==> src/rtl/lds_pkg.sv <==
package lds_pkg;
  typedef enum logic [1:0] {ST_IDLE, ST_PAL, ST_FRM} lds_state_e;
  localparam logic [1:0] MODE_BOTH = 2'd0;
  localparam logic [1:0] MODE_PAL  = 2'd1;
  localparam logic [1:0] MODE_FRM  = 2'd2;
  localparam int DEPTH_LSB = 12;
  localparam logic [2:0] DEPTH_MAX = 3'd4;
endpackage

==> src/rtl/lds_depth.sv <==
module lds_depth
  import lds_pkg::*;
#(
  parameter int DW        = 16,
  parameter int PAL_BIG   = 256,
  parameter int PAL_SMALL = 32,
  parameter int CW        = 8
) (
  input  logic          clk,
  input  logic          rst,
  input  logic          sof_take,
  input  logic          first_we,
  input  logic [DW-1:0] first_word,
  output logic [2:0]    depth_q,
  output logic          depth_err,
  output logic [CW-1:0] len_last
);
  logic [2:0] code_in;
  logic       code_ok;
  logic [2:0] eff_code;

  assign code_in  = first_word[DEPTH_LSB +: 3];
  assign code_ok  = (code_in <= DEPTH_MAX);
  assign eff_code = code_ok ? code_in : depth_q;
  assign len_last = (eff_code == DEPTH_MAX) ? CW'(PAL_SMALL - 1) : CW'(PAL_BIG - 1);

  always_ff @(posedge clk) begin
    if (rst) begin
      depth_q   <= 3'd0;
      depth_err <= 1'b0;
    end else begin
      if (sof_take) depth_err <= 1'b0;
      if (first_we) begin
        if (code_ok) depth_q   <= code_in;
        else         depth_err <= 1'b1;
      end
    end
  end


  depth_hold_chk: assert property (@(posedge clk) disable iff (rst)
    !$past(first_we) |-> $stable(depth_q));


  depth_range_chk: assert property (@(posedge clk) disable iff (rst)
    depth_q <= DEPTH_MAX);
endmodule

==> src/rtl/lds_ctrl.sv <==
module lds_ctrl
  import lds_pkg::*;
#(
  parameter int DW          = 16,
  parameter int AW          = 8,
  parameter int CW          = 8,
  parameter int FRAME_WORDS = 1024
) (
  input  logic          clk,
  input  logic          rst,
  input  logic          enable,
  input  logic          sof,
  input  logic [1:0]    load_mode,
  input  logic [DW-1:0] in_data,
  input  logic          in_valid,
  output logic          in_ready,
  input  logic          px_ready,
  input  logic [CW-1:0] len_last,
  output logic          sof_take,
  output logic          first_we,
  output logic          pal_done,
  output logic [1:0]    mode_q,
  output logic          pal_we,
  output logic [AW-1:0] pal_addr,
  output logic [DW-1:0] pal_wdata,
  output logic          px_valid,
  output logic [DW-1:0] px_data
);
  localparam logic [CW-1:0] FRM_LAST = CW'(FRAME_WORDS - 1);

  lds_state_e    state;
  logic [CW-1:0] cnt;
  logic [CW-1:0] pal_last_q;
  logic [CW-1:0] last_idx;
  logic          take;

  always_comb begin
    in_ready = 1'b0;
    if (enable) begin
      case (state)
        ST_PAL:  in_ready = 1'b1;
        ST_FRM:  in_ready = !px_valid || px_ready;
        default: in_ready = 1'b0;
      endcase
    end
  end

  assign take     = in_valid && in_ready;
  assign sof_take = enable && (state == ST_IDLE) && sof && (load_mode != 2'd3);
  assign first_we = (state == ST_PAL) && take && (cnt == '0);
  assign last_idx = (cnt == '0) ? len_last : pal_last_q;
  assign pal_done = (state == ST_PAL) && take && (cnt == last_idx);

  always_ff @(posedge clk) begin
    if (rst || !enable) begin
      state    <= ST_IDLE;
      cnt      <= '0;
      pal_we   <= 1'b0;
      px_valid <= 1'b0;
      if (rst) begin
        mode_q     <= MODE_BOTH;
        pal_last_q <= '0;
        pal_addr   <= '0;
        pal_wdata  <= '0;
        px_data    <= '0;
      end
    end else begin
      pal_we <= 1'b0;
      if (px_valid && px_ready) px_valid <= 1'b0;
      case (state)
        ST_IDLE: if (sof_take) begin
          mode_q <= load_mode;
          cnt    <= '0;
          state  <= (load_mode == MODE_FRM) ? ST_FRM : ST_PAL;
        end
        ST_PAL: if (take) begin
          pal_we    <= 1'b1;
          pal_addr  <= cnt[AW-1:0];
          pal_wdata <= in_data;
          if (cnt == '0) pal_last_q <= len_last;
          if (pal_done) begin
            cnt   <= '0;
            state <= (mode_q == MODE_BOTH) ? ST_FRM : ST_IDLE;
          end else begin
            cnt <= cnt + 1'b1;
          end
        end
        ST_FRM: if (take) begin
          px_valid <= 1'b1;
          px_data  <= in_data;
          if (cnt == FRM_LAST) begin
            cnt   <= '0;
            state <= ST_IDLE;
          end else begin
            cnt <= cnt + 1'b1;
          end
        end
        default: state <= ST_IDLE;
      endcase
    end
  end


  px_mode_chk: assert property (@(posedge clk) disable iff (rst)
    px_valid |-> (mode_q != MODE_PAL));


  pal_first_chk: assert property (@(posedge clk) disable iff (rst)
    first_we |=> (pal_we && pal_addr == '0));


  px_hold_chk: assert property (@(posedge clk) disable iff (rst)
    (enable && px_valid && !px_ready) |=> (px_valid && $stable(px_data)));
endmodule

==> src/rtl/lds_status.sv <==
module lds_status
  import lds_pkg::*;
(
  input  logic       clk,
  input  logic       rst,
  input  logic       enable,
  input  logic       pal_done,
  input  logic       clr_req,
  input  logic [1:0] mode_q,
  output logic       pal_loaded
);
  always_ff @(posedge clk) begin
    if (rst || !enable)                          pal_loaded <= 1'b0;
    else if (pal_done)                           pal_loaded <= 1'b1;
    else if (clr_req && mode_q == MODE_PAL)      pal_loaded <= 1'b0;
  end


  dis_clear_chk: assert property (@(posedge clk) disable iff (rst)
    !enable |=> !pal_loaded);


  clr_keep_chk: assert property (@(posedge clk) disable iff (rst)
    (enable && pal_loaded && mode_q != MODE_PAL) |=> pal_loaded);
endmodule

==> src/rtl/lds_top.sv <==
module lds_top
  import lds_pkg::*;
#(
  parameter int DW          = 16,
  parameter int PAL_BIG     = 256,
  parameter int PAL_SMALL   = 32,
  parameter int FRAME_WORDS = 1024,
  localparam int AW         = $clog2(PAL_BIG),
  localparam int CW         = $clog2((PAL_BIG > FRAME_WORDS) ? PAL_BIG : FRAME_WORDS)
) (
  input  logic          clk,
  input  logic          rst,
  input  logic          enable,
  input  logic [1:0]    load_mode,
  input  logic          sof,
  input  logic          pal_clr,
  input  logic [DW-1:0] in_data,
  input  logic          in_valid,
  output logic          in_ready,
  output logic          pal_we,
  output logic [AW-1:0] pal_addr,
  output logic [DW-1:0] pal_wdata,
  output logic [DW-1:0] px_data,
  output logic          px_valid,
  input  logic          px_ready,
  output logic          pal_loaded,
  output logic [2:0]    depth_code,
  output logic          depth_err
);
  logic          sof_take;
  logic          first_we;
  logic          pal_done;
  logic [1:0]    mode_q;
  logic [CW-1:0] len_last;

  lds_depth #(.DW(DW), .PAL_BIG(PAL_BIG), .PAL_SMALL(PAL_SMALL), .CW(CW)) u_depth (
    .clk(clk), .rst(rst), .sof_take(sof_take), .first_we(first_we),
    .first_word(in_data), .depth_q(depth_code), .depth_err(depth_err),
    .len_last(len_last)
  );

  lds_ctrl #(.DW(DW), .AW(AW), .CW(CW), .FRAME_WORDS(FRAME_WORDS)) u_ctrl (
    .clk(clk), .rst(rst), .enable(enable), .sof(sof), .load_mode(load_mode),
    .in_data(in_data), .in_valid(in_valid), .in_ready(in_ready),
    .px_ready(px_ready), .len_last(len_last), .sof_take(sof_take),
    .first_we(first_we), .pal_done(pal_done), .mode_q(mode_q),
    .pal_we(pal_we), .pal_addr(pal_addr), .pal_wdata(pal_wdata),
    .px_valid(px_valid), .px_data(px_data)
  );

  lds_status u_status (
    .clk(clk), .rst(rst), .enable(enable), .pal_done(pal_done),
    .clr_req(pal_clr), .mode_q(mode_q), .pal_loaded(pal_loaded)
  );


  loaded_with_write_chk: assert property (@(posedge clk) disable iff (rst)
    $rose(pal_loaded) |-> (pal_we && (pal_addr == AW'(PAL_BIG - 1) ||
                                      pal_addr == AW'(PAL_SMALL - 1))));
endmodule

==> config.mk <==
export PLATFORM = sky130hd
export DESIGN_NAME = lds_top
export DESIGN_NICKNAME = d
export VERILOG_FILES = /design/src/rtl/lds_pkg.sv /design/src/rtl/lds_depth.sv /design/src/rtl/lds_ctrl.sv /design/src/rtl/lds_status.sv /design/src/rtl/lds_top.sv
export SDC_FILE = /design/constraint.sdc
export NUM_CORES = 1
export LEC_CHECK = 0
export BUFFER_PORTS_ARGS = -buffer_cell sky130_fd_sc_hd__buf_2
export CAP_MARGIN = 20
export CORE_MARGIN = 1
export CORE_UTILIZATION = 55
export DETAILED_ROUTE_END_ITERATION = 12
export PLACE_DENSITY = 0.77
export SLEW_MARGIN = 0
export SYNTH_ARGS = -nofsm -noshare
export SYNTH_HDL_FRONTEND = slang
export SYNTH_HIERARCHICAL = 1
export SYNTH_SLANG_ARGS = --single-unit
==> constraint.sdc <==
create_clock -name clk -period 5.7 [get_ports clk]
set_input_delay 0.57 -clock clk [delete_from_list [all_inputs] [get_ports clk]]
set_output_delay 0.57 -clock clk [all_outputs]
set_load 0.01 [all_outputs]
==> impl_metrics.toml <==
[synthesis]
synth_cells = 318
synthDistinctLibCells = 51
ys_async_sr_fraction_pct = 0
ys_seq_area_share_pct = 56.9
ys.flop_type = "edfxtp_1"
synth_seq_cells = 71
synth_edf_count = 52
avgSynthCellArea_um2 = 10.7
syn_area_mm2 = 0.00341
yosys_warnings = 6

[cts]
cts_inserted_buffers = 9
cts-resized-gates = 0
clk_latency_ns = 0.34
cts_buffer_depth = 2
clk_pin_slew_worst_paths_ns = 0.07
tritoncts = "done"
ctsHoldBuffers = 0
post_cts_buffers = 0
cts_root_buf = "clkbuf_8"
numClockSinks = 71
htree_levels = 3

[power]
cellPowerDensity_mw_per_mm2 = 265
peakVddDrop_mv = 0.140
total_power_mw = 1.05
p_leak_nw = 1.65

[setup_path]
critPathMaxFanout = 12
critical_path.top_delay_family = "simple AND/OR/NAND/NOR gates"
path_depth = 7
crit_path_top_delay_cell = "nor4_4"
rr_worst_depth = 7
path_buf_inv = 0
cp-start-kind = "register"
path_class = "register to register"
cp.required_ns = 5.96
end_kind = "register"
max_stage_delay_ns = 0.62
arrival_ns = 3.55
path_cells = "or4_4 -> nor4_4 -> nand4_2 -> a2111oi_4 -> a31oi_2 -> or4_1 -> a21oi_1"

[floorplanning]
ios = 73
std_cell_rows = 28
coreArea_mm2 = 0.00596
initial_utilization_pct = 57.3
die_w_um = 80.8
fp.dieH_um = 80.8
dieArea_mm2 = 0.00652

[finish]
multi_input_area_mm2 = 0.00131
antenna_cells = 0
fin_nets = 416
syn2layout_area_growth_pct = 16.2
final_cells = 466
drive_gt1_share_pct = 25.1
final-seq-area_mm2 = 0.00194
fillerInstances = 472
utilization_pct = 66.6
finalInstanceArea_mm2 = 0.00397

[global_route]
grt-ovfl-total = 0
first_global_vias = 2400
grt_use_total_pct = 23.8
grt_max_degree = 35
antenna_found_initial = 0
grt_pass1_wl_mm = 11.5

[sta]
finClkSkew_ns = 0.00678
fin_tns_setup_ns = 0
finalCriticalPeriod_ns = 3.29
timing.final.crit_share_pct = 57.7
max-slew-margin-rel_pct = 43.7
slew_viol_final = 0
hold_ws_ns = 0.470
rsz0062_at_grt = "false"
tightest_slew_ns = 0.844
setup_viol = 0
setup_slack_ns = 2.41
fmax_mhz = 304
hold_violations = 0

[routing]
drc = 0
dr.first_iter.drc_count = 137
dr.pass1.iters = 5
vias_per_cell = 5.60
routed_wl_mm = 7.16
routedWlPerCell_um = 15.4
drtAntennaViolNets = 0
vias = 2609

[place]
place.gp.congestion = 0.870
dp.cells = 450
dpl.hpwl_mm = 5.18
dpl_worst_slack_ns = 2.28
detailed_place.area_mm2 = 0.00378
port-buffer-count = 72

[min_path]
min_path_cells = 2
hold_path.class = "register to register"

[flow_run]
max_cap_viol_count = 0

[run_status]
outcome = "finished, final reports clean"
## Yosys cell counts, drive strengths merged, types with 2 or more instances
library cell   n  area (µm²)
edfxtp        52        1560
nand2         44         165
nor2          22        82.6
and2          20         125
dfxtp         19         380
a21oi         16        80.1
inv           15        56.3
buf           11        83.8
clkbuf        11        41.3
nor2b         11        68.8
o21ai         11        55.1
xor2          10        87.6
nand2b         8        50.1
nand3          8        40.0
nor3           8        40.0
ha             5        62.6
or4            5        41.3
a221oi         4        47.6
o221ai         4        35.0
a31oi          2        18.8
and3           2        12.5
conb           2        7.51
mux2i          2        20.0
nand4          2        18.8
nor3b          2        15.0
o211ai         2        15.0
o31ai          2        15.0
or2            2        12.5
## logic make-up after synthesis
kind of cell	synth area share, %
multiplexers	0.916
AO/OA/AOI/OAI	10.7
XOR/XNOR	2.82
adder cells (fa/ha/maj)	1.83
AND/OR/NAND/NOR	21.3
other	0.220
buffers and inverters	5.31
flip-flops	56.9
## layout make-up
type / instances / share of cell area [%]
repair buffers: 74 / 9.47
clock buffers: 10 / 3.22
multi-input cells: 215 / 33.0
inverters: 15 / 1.42
flip-flops and latches: 71 / 49.0
clock inverters: 6 / 1.55
well taps: 75 / 2.37
## layout by cell type, fill, tap and decap left out, types with 9 or more instances in the layout
master	instances
edfxtp_1	52
nand2_1	44
buf_2	72
nor2_1	22
a21oi_1	16
clkbuf_8	9
inv_1	15
and2_1	20
dfxtp_1	19
nor2b_1	11
xor2_1	10
## worst reg2reg max path: stages, from the launching register on
cell and delay, ns:
dfxtp_1 0.40, or4_4 0.61, nor4_4 0.62, nand4_2 0.22
a2111oi_4 0.43, a31oi_2 0.27, or4_1 0.52, a21oi_1 0.15
## metal layers
layer | GRT usage [%] | wire length (µm)
met5 | 0 | 0
met4 | 8.57 | 123
met3 | 6.07 | 480
met2 | 37.9 | 3310
met1 | 31.7 | 3250
## path summary, 6_finish.rpt
check	to	from	slack [ns]
max reg2reg	u_ctrl/state[0]	u_ctrl/cnt[5]	2.41
min	u_depth/depth_err	u_depth/depth_err	0.47
max	u_ctrl/state[0]	u_ctrl/cnt[5]	2.41
min reg2reg	u_depth/depth_err	u_depth/depth_err	0.47
## registers in the layout, indices dropped and copies added, names as in the netlist
signal,count
u_ctrl/pal_last_q,10
u_ctrl/state,2
u_depth/depth_q,3
u_ctrl/pal_wdata,16
u_ctrl/cnt,10
u_depth/depth_err,1
u_ctrl/pal_addr,8
u_ctrl/mode_q,2
u_status/pal_loaded,1
u_ctrl/pal_we,1
u_ctrl/px_data,16
u_ctrl/px_valid,1
## report_power, final
part	internal (mW)	leakage (nW)	switching, mW
Combinational	0.0329	0.904	0.0532
Clock	0.200	0.0859	0.178
Sequential	0.580	0.665	0.00854
Total	0.812	1.65	0.239
Power figures use the tool's default switching activity.
